==> src/rtl/dmactl_pkg.sv <==
package dmactl_pkg;

  localparam int INTDIS_BIT  = 0;
  localparam int ERRCMP_BIT  = 2;
  localparam int ANYABRT_BIT = 3;

  typedef struct packed {
    logic       clrIntDis;
    logic       ldCfg;
    logic [1:0] cfgVal;     // {anyErrAbrt, errCmpEn}
    logic       setIntDis;
    logic       fireInt;
    logic       setAbort;
    logic       reqCmpWr;
  } ctlStrobes_t;

endpackage

==> src/rtl/dmactl_ctrl.sv <==
module dmactl_ctrl
  import dmactl_pkg::*;
#(
  parameter int ADDR_W   = 8,
  parameter int DATA_W   = 16,
  parameter int CNT_W    = 4,
  parameter logic [ADDR_W-1:0] CMD_ADDR = 8'h80
) (
  input  logic                regWrEn,
  input  logic [ADDR_W-1:0]   regAddr,
  input  logic [DATA_W-1:0]   regWrData,
  input  logic [DATA_W/8-1:0] regByteEn,
  input  logic [CNT_W-1:0]    chanCount,
  input  logic                descDone,
  input  logic                descIntReq,
  input  logic                errEvt,
  input  logic                errAffil,
  input  logic                errIntEn,
  input  logic                intDis,
  input  logic                errCmpEn,
  input  logic                anyErrAbrt,
  output ctlStrobes_t         strb
);

  localparam int BE_W = DATA_W / 8;

  logic cmdHit;
  logic abortHit;
  logic wantInt;
  logic unusedWrBits;

  assign cmdHit   = regWrEn && (regAddr == CMD_ADDR) && regByteEn[0];
  assign abortHit = errEvt && (errAffil || anyErrAbrt);
  assign wantInt  = (descDone && descIntReq) || (abortHit && errIntEn);

  always_comb begin
    strb           = '0;
    strb.clrIntDis = cmdHit && regWrData[INTDIS_BIT];
    strb.ldCfg     = cmdHit && (chanCount == CNT_W'(1));
    strb.cfgVal    = {regWrData[ANYABRT_BIT], regWrData[ERRCMP_BIT]};
    strb.fireInt   = wantInt && !intDis;
    strb.setIntDis = wantInt && !intDis;
    strb.setAbort  = abortHit;
    strb.reqCmpWr  = abortHit && errCmpEn;
  end

  assign unusedWrBits = ^{regWrData[DATA_W-1:ANYABRT_BIT+1], regWrData[1], regByteEn[BE_W-1:1]};

endmodule

==> src/rtl/dmactl_regs.sv <==
module dmactl_regs
  import dmactl_pkg::*;
#(
  parameter int DATA_W = 16
) (
  input  logic              clk,
  input  logic              rstN,
  input  logic              chanRst,
  input  ctlStrobes_t       strb,
  input  logic              msiMode,
  input  logic              legacyIntDis,
  output logic              intDis,
  output logic              errCmpEn,
  output logic              anyErrAbrt,
  output logic [DATA_W-1:0] cmdRdData,
  output logic              abortReq,
  output logic              cmpWrReq,
  output logic              msiPulse,
  output logic              legacyIrq
);

  logic legPend;

  always_ff @(posedge clk) begin
    if (!rstN) begin
      intDis     <= 1'b0;
      errCmpEn   <= 1'b0;
      anyErrAbrt <= 1'b0;
      abortReq   <= 1'b0;
      cmpWrReq   <= 1'b0;
      msiPulse   <= 1'b0;
      legPend    <= 1'b0;
    end else begin
      // hardware set outranks the software clear
      if (strb.setIntDis)      intDis <= 1'b1;
      else if (strb.clrIntDis) intDis <= 1'b0;

      if (strb.ldCfg) {anyErrAbrt, errCmpEn} <= strb.cfgVal;

      if (chanRst)            abortReq <= 1'b0;
      else if (strb.setAbort) abortReq <= 1'b1;

      cmpWrReq <= strb.reqCmpWr;
      msiPulse <= strb.fireInt && msiMode;

      if (strb.fireInt && !msiMode) legPend <= 1'b1;
      else if (strb.clrIntDis)      legPend <= 1'b0;
    end
  end

  assign legacyIrq = legPend && !legacyIntDis;

  always_comb begin
    cmdRdData              = '0;
    cmdRdData[INTDIS_BIT]  = intDis;
    cmdRdData[ERRCMP_BIT]  = errCmpEn;
    cmdRdData[ANYABRT_BIT] = anyErrAbrt;
  end

  assert_msi_needs_armed_R3: assert property (@(posedge clk) disable iff (!rstN)
    msiPulse |-> !$past(intDis));

  assert_latch_set_with_int_R2: assert property (@(posedge clk) disable iff (!rstN)
    msiPulse |-> intDis);

  assert_msi_single_cycle_R9: assert property (@(posedge clk) disable iff (!rstN)
    msiPulse |=> !msiPulse);

  assert_abort_sticky_R10: assert property (@(posedge clk) disable iff (!rstN)
    (abortReq && !chanRst) |=> abortReq);

  assert_cmpwr_enabled_R6: assert property (@(posedge clk) disable iff (!rstN)
    cmpWrReq |-> $past(errCmpEn));

endmodule

==> src/rtl/dma_chan_ctl.sv <==
module dma_chan_ctl
  import dmactl_pkg::*;
#(
  parameter int ADDR_W   = 8,
  parameter int DATA_W   = 16,
  parameter int CNT_W    = 4,
  parameter logic [ADDR_W-1:0] CMD_ADDR = 8'h80
) (
  input  logic                clk,
  input  logic                rstN,
  input  logic                chanRst,
  input  logic                regWrEn,
  input  logic [ADDR_W-1:0]   regAddr,
  input  logic [DATA_W-1:0]   regWrData,
  input  logic [DATA_W/8-1:0] regByteEn,
  input  logic [CNT_W-1:0]    chanCount,
  input  logic                descDone,
  input  logic                descIntReq,
  input  logic                errEvt,
  input  logic                errAffil,
  input  logic                errIntEn,
  input  logic                msiMode,
  input  logic                legacyIntDis,
  output logic [DATA_W-1:0]   cmdRdData,
  output logic                abortReq,
  output logic                cmpWrReq,
  output logic                msiPulse,
  output logic                legacyIrq
);

  ctlStrobes_t strb;
  logic intDis;
  logic errCmpEn;
  logic anyErrAbrt;

  dmactl_ctrl #(
    .ADDR_W(ADDR_W), .DATA_W(DATA_W), .CNT_W(CNT_W), .CMD_ADDR(CMD_ADDR)
  ) u_ctrl (
    .regWrEn(regWrEn), .regAddr(regAddr), .regWrData(regWrData),
    .regByteEn(regByteEn), .chanCount(chanCount), .descDone(descDone),
    .descIntReq(descIntReq), .errEvt(errEvt), .errAffil(errAffil),
    .errIntEn(errIntEn), .intDis(intDis), .errCmpEn(errCmpEn),
    .anyErrAbrt(anyErrAbrt), .strb(strb)
  );

  dmactl_regs #(.DATA_W(DATA_W)) u_regs (
    .clk(clk), .rstN(rstN), .chanRst(chanRst), .strb(strb),
    .msiMode(msiMode), .legacyIntDis(legacyIntDis), .intDis(intDis),
    .errCmpEn(errCmpEn), .anyErrAbrt(anyErrAbrt), .cmdRdData(cmdRdData),
    .abortReq(abortReq), .cmpWrReq(cmpWrReq), .msiPulse(msiPulse),
    .legacyIrq(legacyIrq)
  );

  assert_cfg_locked_R8: assert property (@(posedge clk) disable iff (!rstN)
    (chanCount != CNT_W'(1)) |=> $stable(cmdRdData[ANYABRT_BIT:ERRCMP_BIT]));

endmodule

==> config.mk <==
export PLATFORM = sky130hd
export DESIGN_NAME = dma_chan_ctl
export DESIGN_NICKNAME = d
export VERILOG_FILES = /design/src/rtl/dmactl_pkg.sv /design/src/rtl/dmactl_ctrl.sv /design/src/rtl/dmactl_regs.sv /design/src/rtl/dma_chan_ctl.sv
export SDC_FILE = /design/constraint.sdc
export NUM_CORES = 1
export LEC_CHECK = 0
export ABC_AREA = 1
export BUFFER_PORTS_ARGS = -buffer_cell sky130_fd_sc_hd__clkbuf_2
export CORE_MARGIN = 8
export CORE_UTILIZATION = 30
export DETAILED_ROUTE_END_ITERATION = 10
export GPL_TIMING_DRIVEN = 1
export PLACE_DENSITY = 0.8
export SETUP_SLACK_MARGIN = 0.2
export SYNTH_ARGS = -nofsm -noshare
export SYNTH_HDL_FRONTEND = slang
export SYNTH_SLANG_ARGS = --single-unit
==> constraint.sdc <==
create_clock -name clk -period 1.3 [get_ports clk]
set_input_delay 0.26 -clock clk [delete_from_list [all_inputs] [get_ports clk]]
set_output_delay 0.26 -clock clk [all_outputs]
set_load 0.005 [all_outputs]
After elaboration in Yosys (flattened, before gate mapping)
Index checks and enable logic that the tools add are counted.
{"block": "totals", "regBits": 7, "output_inout_bits": 20, "elab_cells": 33, "inputBits": 41}
{"block": "op_classes", "bitwise_logic": 1, "muxes": 3, "n_reduce_logical": 20, "n_eq_ne": 2}
{"op": "1-bit logical AND", "count": 12}
{"op": "8-bit equality test, second input constant", "count": 1}
{"op": "4-bit by 1-bit equality test with 1-bit output, second input constant", "count": 1}
{"op": "2-bit nonzero test", "count": 2}
{"op": "1-bit logical NOT", "count": 3}
{"op": "1-bit two-way mux", "count": 3}
{"op": "1-bit logical OR", "count": 2}
{"op": "2-bit OR reduction", "count": 1}
{"op": "1-bit inverter", "count": 1}

Longest topological paths before layout
Gate-level depths: netlist of the first run.
{"block": "depth", "depth_word": 7, "ltp_mapped": 7}

Modules after synthesis
A second synthesis of the first run with hierarchy kept.
{"block": "unflattened", "cells_unflattened": 78, "hier_area_um2": 499.2}
{"module": "dmactl_regs", "instances": 1, "cells_each": 48, "area_each_um2": 365.4}
{"module": "dmactl_ctrl", "instances": 1, "cells_each": 30, "area_each_um2": 133.9}

Worst setup path before layout of the first run
OpenSTA, ideal clock, no wires.
{"block": "synth_path", "path_kind": "input-to-reg", "start": "in regAddr[1]", "end": "reg u_regs.anyErrAbrt", "setup_time_ns": 0.113, "required_ns": 1.187, "path_slack_ns": 0.360, "cell_stages": 5, "arrival_ns": 0.827, "path_cell_list": "or2_1 -> nor2_2 -> nand3_2 -> nor2_1 -> nor2_1"}
{"block": "synth_between", "elab_chain_cells": 4}
{"item": "start, declared", "line": "dma_chan_ctl.sv:13", "rtl": "input logic [ADDR_W-1:0] regAddr,"}
{"item": "8-bit equality test", "line": "dmactl_ctrl.sv:32", "rtl": "assign cmdHit = regWrEn && (regAddr == CMD_ADDR) && regByteEn[0];"}
{"item": "1-bit logical AND (2 in a row)", "line": "dmactl_ctrl.sv:32"}
{"item": "1-bit logical AND", "line": "dmactl_ctrl.sv:39", "rtl": "strb.ldCfg = cmdHit && (chanCount == CNT_W'(1));"}
{"item": "end signal, assigned", "line": "dmactl_regs.sv:38", "rtl": "if (strb.ldCfg) {anyErrAbrt, errCmpEn} <= strb.cfgVal;"}
{"item": "end, declared", "line": "dmactl_regs.sv:14", "rtl": "output logic anyErrAbrt,"}
Every way passes these cells.
A chain may end at the register's enable or synchronous reset.

Final worst setup path of the first run
{"block": "layout_path", "start": "reg u_regs.legPend", "end": "out legacyIrq"}
{"block": "layout_between", "elab_chain_cells": 1}
{"item": "start, declared", "line": "dmactl_regs.sv:22", "rtl": "logic legPend;"}
{"item": "start signal, assigned", "line": "dmactl_regs.sv:32", "rtl": "legPend <= 1'b0;"}
{"item": "start signal, assigned", "line": "dmactl_regs.sv:46", "rtl": "if (strb.fireInt && !msiMode) legPend <= 1'b1;"}
{"item": "start signal, assigned", "line": "dmactl_regs.sv:47", "rtl": "else if (strb.clrIntDis) legPend <= 1'b0;"}
{"item": "1-bit logical AND", "line": "dmactl_regs.sv:51", "rtl": "assign legacyIrq = legPend && !legacyIntDis;"}
{"item": "end, declared", "line": "dma_chan_ctl.sv:28", "rtl": "output logic legacyIrq"}
Every way passes these cells.

==> metrics.txt, run 1 <==
run status completed; Final Critical Period 1040 ps; endpoints failing hold 0; die width 55.0 um; fin cells 118; final setup fails 0; fmax 965 MHz; initial antenna violation count 0; Final #Nets 144; clock skew 1.10 ps; Yosys top cell area share 30.8%; peak supply drop 362 uV; Die Ht 55.0 um; Req. time, crit path 1040 ps; Congestion Overflow GR 0; I/O Pins 61; critical path launch point type flop; RSZ-0062 raised after global routing no; CP max stage cell dfxtp_2; period utilization 79.7%; hold buffers post-CTS 0; TNS Setup 0 ps; Synth Flop Type dfxtp_1; Largest stage delay, worst path 320 ps; Syn-to-layout area delta 30.2%; standard-cell rows 14; CTS root buffer clkbuf_4; Port-buffer cells 33; # fillers 185; first-pass GRT wire length 1840 um; CTS tree yes; critical path type reg -> out; H-tree depth 1; GRT Total Usage 8.56%; n_diodes 0; total area of sequential cells 141 um2; share of cells above drive strength 1 38.2%; total iterations of the first detailed-routing run 2; antenna viol nets, final 0; Sink Count 7; largest net degree at the start of global routing 6; Yosys reg bits 7; Post-synth top cells buf_4 (16), nand2_1 (14), nor2_1 (11); placed cell count 114; max-slew violations 0; vias in the first global route 457; Post-synth EDFFs 0; Critical Path Sink Type primary output; via-per-instance ratio 3.85; Longest Clk Path Bufs 2; worst skew pair latency 250 ps; leading area contributor after synthesis dfxtp_1; cell area after synthesis 455 um2; CTS Buf Count 3; post-synthesis cell count 69; sequential share of the synthesized area 30.8%; P_leak 0.000359 uW; most numerous cell in the Yosys netlist buf_4; core area 1470 um2; fin util 40.3%; global placement routability congestion 0.664; main area contributors after synthesis dfxtp_1 (31%), buf_4 (26%), nand2_1 (12%); max_cap viols 0; vias after detailed routing 454; WP buf/inv 2; Hold WC Path Type in -> reg; Arrival @ worst endpoint 780 ps; syn_area_per_cell 6.60 um2; worst-path cell chain inv_1, nor2_1, buf_2; Clk pin slew, worst setup/hold paths 50 ps; cell area power density 854 nW/um2; Synth warnings 0; initial DRC count 2; Yosys cell types 12; drt drc 0; DR WL/cell 9.80 um; Crit Path Max Fanout 2; area occupied by multi-input gates 210 um2; fraction of registers with async set/reset 0%; Die Area 3020 um2; crit-path leading delay family flip-flops; drt total wl 1160 um; Starting Density 31.0%; hpwl dp 1060 um
[per-layer routing]
metal | part of all wire (%) | up-vias | track usage [%]
li1 | - | 245 | -
met1 | 35 | 186 | 8.77
met5 | 0 | - | 0
met4 | 0 | 0 | 4.80
met2 | 52 | 23 | 13.6
met3 | 13 | 0 | 4.81
[power breakdown]
group / internal [uW] / total [uW] / switching, uW
logic: 43.0 / 84.8 / 41.7
registers: 223 / 226 / 3.65
clock network: 117 / 196 / 78.6
total: 383 / 507 / 124
[state kept, by name, indices dropped and copies added (netlist names)]
name,flops
u_regs.intDis,1
u_regs.abortReq,1
u_regs.anyErrAbrt,1
u_regs.legPend,1
u_regs.cmpWrReq,1
u_regs.errCmpEn,1
u_regs.msiPulse,1
[final cells by class]
cell class	instances	area share, %
clock buffer	4	4.43
tap	16	3.38
multi-input combinational	50	35.4
inverter	8	5.06
sequential	7	23.8
timing repair buffer	33	27.8
[repair_timing]
| item | 4_1_cts | 5_1_grt |
|---|---|---|
| setup endpoints to repair | 0 | 1 |
| resized for setup | 0 | 2 |
| setup buffers | 0 | 0 |
[cell usage in the layout (no fill, tap or decap)]
cell      Yosys  layout
dfxtp_2       0       1
dfxtp_1       7       6
nor3_1        2       2
or2_1         1       1
nand3_2       1       1
nor2_1       11      11
a21oi_1       3       3
inv_1         8       8
conb_1        1      13
nand3_1       4       4
clkbuf_2      0      32
clkbuf_1      0       1
nand2_1      14      14
buf_2         0       1
clkbuf_4      0       3
nor2_2        1       1
[cell families after synthesis]
kind of cell | after synthesis | share of synthesized area, %
simple gates | 34 | 32.1
compound gates | 3 | 3.30
other cells | 1 | 0.823
buf+inv | 24 | 33.0
flops | 7 | 30.8
[metrics by stage]
step                      power (uW)  worst slack (ps)  area, um2  hold WS (ps)
after global routing             552               205        593           184
after CTS                        519               223        592           166
after detailed placement         315               216        566           439
after floorplan                  298               360        500           339
final                            507               264        593           178
after global placement           312               223        566           428
[worst reg2reg max path, delay by kind of cell (launching register included)]
kind	cells	cell delay, ps
buf+inv	1	50
compound gates	1	130
flops	1	320
simple gates	4	310
[worst paths after layout]
| check | slack [ps] | to | startpoint | cells after the start |
|---|---|---|---|---|
| min reg2reg | 460 | u_regs.legPend$_SDFFE_PN0P_ | u_regs.legPend$_SDFFE_PN0P_ | 2 |
| min | 180 | u_regs.abortReq$_SDFFE_PP0N_ | chanRst | 2 |
| max reg2reg | 410 | u_regs.legPend$_SDFFE_PN0P_ | u_regs.anyErrAbrt$_SDFFE_PN0P_ | 6 |
| max | 260 | legacyIrq | u_regs.legPend$_SDFFE_PN0P_ | 3 |
(Power assumes the default switching activity.)
==> inputs of run 2 (changes only) <==
--- a/config.mk
+++ b/config.mk
@@ -5,13 +5,13 @@
 export SDC_FILE = /design/constraint.sdc
 export NUM_CORES = 1
 export LEC_CHECK = 0
-export ABC_AREA = 1
+export ABC_AREA = 0
 export BUFFER_PORTS_ARGS = -buffer_cell sky130_fd_sc_hd__clkbuf_2
 export CORE_MARGIN = 8
-export CORE_UTILIZATION = 30
+export CORE_UTILIZATION = 27
 export DETAILED_ROUTE_END_ITERATION = 10
 export GPL_TIMING_DRIVEN = 1
-export PLACE_DENSITY = 0.8
+export PLACE_DENSITY = 0.76
 export SETUP_SLACK_MARGIN = 0.2
 export SYNTH_ARGS = -nofsm -noshare
 export SYNTH_HDL_FRONTEND = slang
==> constraint.sdc (replaced) <==
create_clock -name clk -period 0.95 [get_ports clk]
set_input_delay 0.19 -clock clk [delete_from_list [all_inputs] [get_ports clk]]
set_output_delay 0.19 -clock clk [all_outputs]
set_load 0.005 [all_outputs]
==> metrics.txt, run 2 <==
critical path type reg -> out; first-pass GRT wire length 1970 um (+7.1%); most numerous cell in the Yosys netlist buf_4; met3 wire length 144 um (-2.0%); most frequent cells in the layout clkbuf_2 (26), conb_1 (13), buf_6 (8); worst hold path cell count 2 (unchanged); sequential share of the synthesized area 31.0% (+0.26 points); main area contributors after synthesis dfxtp_1 (31%), buf_4 (27%), nor4b_4 (5.3%); Yosys top cell area share 31.0% (+0.26 points); hpwl dp 1070 um (+1.1%); Largest stage delay, worst path 310 ps (about the same); cell area after synthesis 452 um2 (-0.82%); Port-buffer cells 33 (unchanged); die width 56.9 um (+3.5%); cell area power density 1070 nW/um2 (+25%); P_leak 0.000371 uW (+3.6%); initial DRC count 2 (unchanged); vias after detailed routing 432 (-4.8%); critical path launch point type flop; standard-cell rows 14 (unchanged); period utilization 104%; fmax 1020 MHz; Hold WC Path Type in -> reg; fin cells 102 (-14%); worst-path cell chain nor2b_1, buf_2; Hold Path Sink u_regs.abortReq$_SDFFE_PP0N_; commonest non-fill, non-tap cell in the layout clkbuf_2; leading area contributor after synthesis dfxtp_1; vias in the first global route 460 (+0.66%); Clk pin slew, worst setup/hold paths 50 ps (about the same); share of cells above drive strength 1 60.5% (+22 points); largest net degree at the start of global routing 10 (+4); Die Area 3240 um2 (+7.2%); H-tree depth 1 (unchanged); initial antenna violation count 0 (unchanged); Syn-to-layout area delta 51.5%; hold buffers post-CTS 0 (unchanged); placed cell count 95 (-17%); Post-synth top cells buf_4 (16), dfxtp_1 (7), nand2_1 (5); TNS Setup -64.9 ps (-64.9 ps); worst skew pair latency 250 ps (about the same); via-per-instance ratio 4.24 (+10%); post-synthesis cell count 50 (-28%); Yosys cell types 22 (+10); Synth warnings 0 (unchanged); n_diodes 0 (unchanged); Req. time, crit path 760 ps (-280 ps); Sink Count 7 (unchanged); DR WL/cell 12.6 um (+29%); Final Critical Period 985 ps; Starting Density 29.3% (-1.7 points); Post-synth EDFFs 0 (unchanged); CTS root buffer clkbuf_4; total iterations of the first detailed-routing run 4 (+2); RSZ-0062 raised after global routing yes; Total Power 731 uW (+44%); global placement routability congestion 0.667 (+0.35%); fin worst setup slack -35.0 ps (-299 ps); Critical Path Sink Type primary output; core area 1540 um2 (+4.8%); final setup fails 2 (+2); max_cap viols 0 (unchanged); fin util 44.4% (+4.1 points); M1 WL 441 um (+8.1%); Reg-to-Reg Start u_regs.anyErrAbrt$_SDFFE_PN0P_; Yosys reg bits 7 (unchanged); antenna viol nets, final 0 (unchanged); I/O Pins 61 (unchanged); WL met2 701 um (+17%); Crit Path Max Fanout 2 (unchanged); syn_area_per_cell 9.03 um2 (+37%); fraction of registers with async set/reset 0% (unchanged); run status finished with violations; drt drc 0 (unchanged); path depth of the worst reg2reg path 3 (-3); CTS Buf Count 3 (unchanged); Synth Flop Type dfxtp_1; Congestion Overflow GR 0 (unchanged); max-slew violations 0 (unchanged); failing checks setup timing; Max Used Layer met3; reg-to-reg endpoint u_regs.legPend$_SDFFE_PN0P_; Arrival @ worst endpoint 790 ps (about the same); CTS tree yes; Die Ht 56.9 um (+3.5%); worst hold start chanRst; Final #Nets 128 (-11%); peak supply drop 709 uV (+96%); clock skew 0.546 ps (-0.553 ps); reg-to-reg setup timing slack 30 ps (-380 ps); CP max stage cell dfxtp_2; endpoints failing hold 0 (unchanged); GRT Total Usage 7.59% (-0.97 points); Longest Clk Path Bufs 2 (unchanged); drt total wl 1290 um (+11%)
run 2: changes by cell type after synthesis, moves of 2 or more:
cell / previous run / this run
nand3_1: 4 / 0
inv_1: 8 / 1
nand2_1: 14 / 5
nand4_1: 0 / 2
nor3_1: 2 / 0
and2_1: 0 / 2
a21oi_1: 3 / 1
nor2_1: 11 / 1
mux2i_1: 0 / 2
run 2: layout make-up:
cell class,instances,area (um2)
Multi-Input combinational cell,37,249
Tap cell,16,20.0
Fill cell,162,857
Timing Repair Buffer,37,238
Sequential cell,7,148
Inverter,1,3.75
Clock buffer,4,26.3
run 2: worst max-delay path by stage:
stage                                           start                     endpoint  slack [ps]  cells past startpoint
after floorplan                            regAddr[5]  u_regs.legPend$_SDFFE_PN0P_           4                      3
after global placement                     regAddr[5]  u_regs.legPend$_SDFFE_PN0P_        -170                      4
after detailed placement                   regAddr[5]  u_regs.legPend$_SDFFE_PN0P_        -190                      4
after CTS                 u_regs.legPend$_SDFFE_PN0P_                    legacyIrq         -60                      2
after global routing      u_regs.legPend$_SDFFE_PN0P_                    legacyIrq         -90                      2
final                     u_regs.legPend$_SDFFE_PN0P_                    legacyIrq         -30                      2
run 2: repair_timing:
action	in CTS	in global routing
pin swaps	3	1
resized for setup	6	14
buffers inserted	2	1
endpoints found under the setup margin	14	14
run 2: critical path: cells and delay by family, from the launching register on:
family	cells	cell delay (ps)
buffers and inverters	1	120
flip-flops	1	310
AND/OR/NAND/NOR	1	110
run 2: kinds of logic after synthesis:
group / count (synthesis) / synth area share [%]
AOI/OAI and AO/OA: 5 / 8.86
buffers and inverters: 18 / 28.5
DFF: 7 / 31.0
muxes: 2 / 4.43
other: 1 / 0.830
and+or+nand+nor: 17 / 26.3
run 2: stage by stage:
step | instance area, um2 | hold slack (ps) | worst slack (ps)
after floorplan | 513 | 266 | 4.26
after global placement | 581 | 353 | -166
after detailed placement | 581 | 355 | -187
after CTS | 634 | 76.7 | -61.8
after global routing | 684 | 78.1 | -92.5
final | 684 | 82.9 | -35.0
run 2: where the power goes:
group,internal [uW],leakage [uW],switching [uW]
Sequential,307,0.0000597,7.07
Combinational,81.5,0.000297,61.0
Clock,161,0.0000150,114
run 2: routing by layer:
metal / track usage [%] / vias up
met5: 0 / -
met3: 5.17 / 0
met4: 3.02 / 0
met1: 6.71 / 191
li1: - / 214
met2: 13.2 / 27
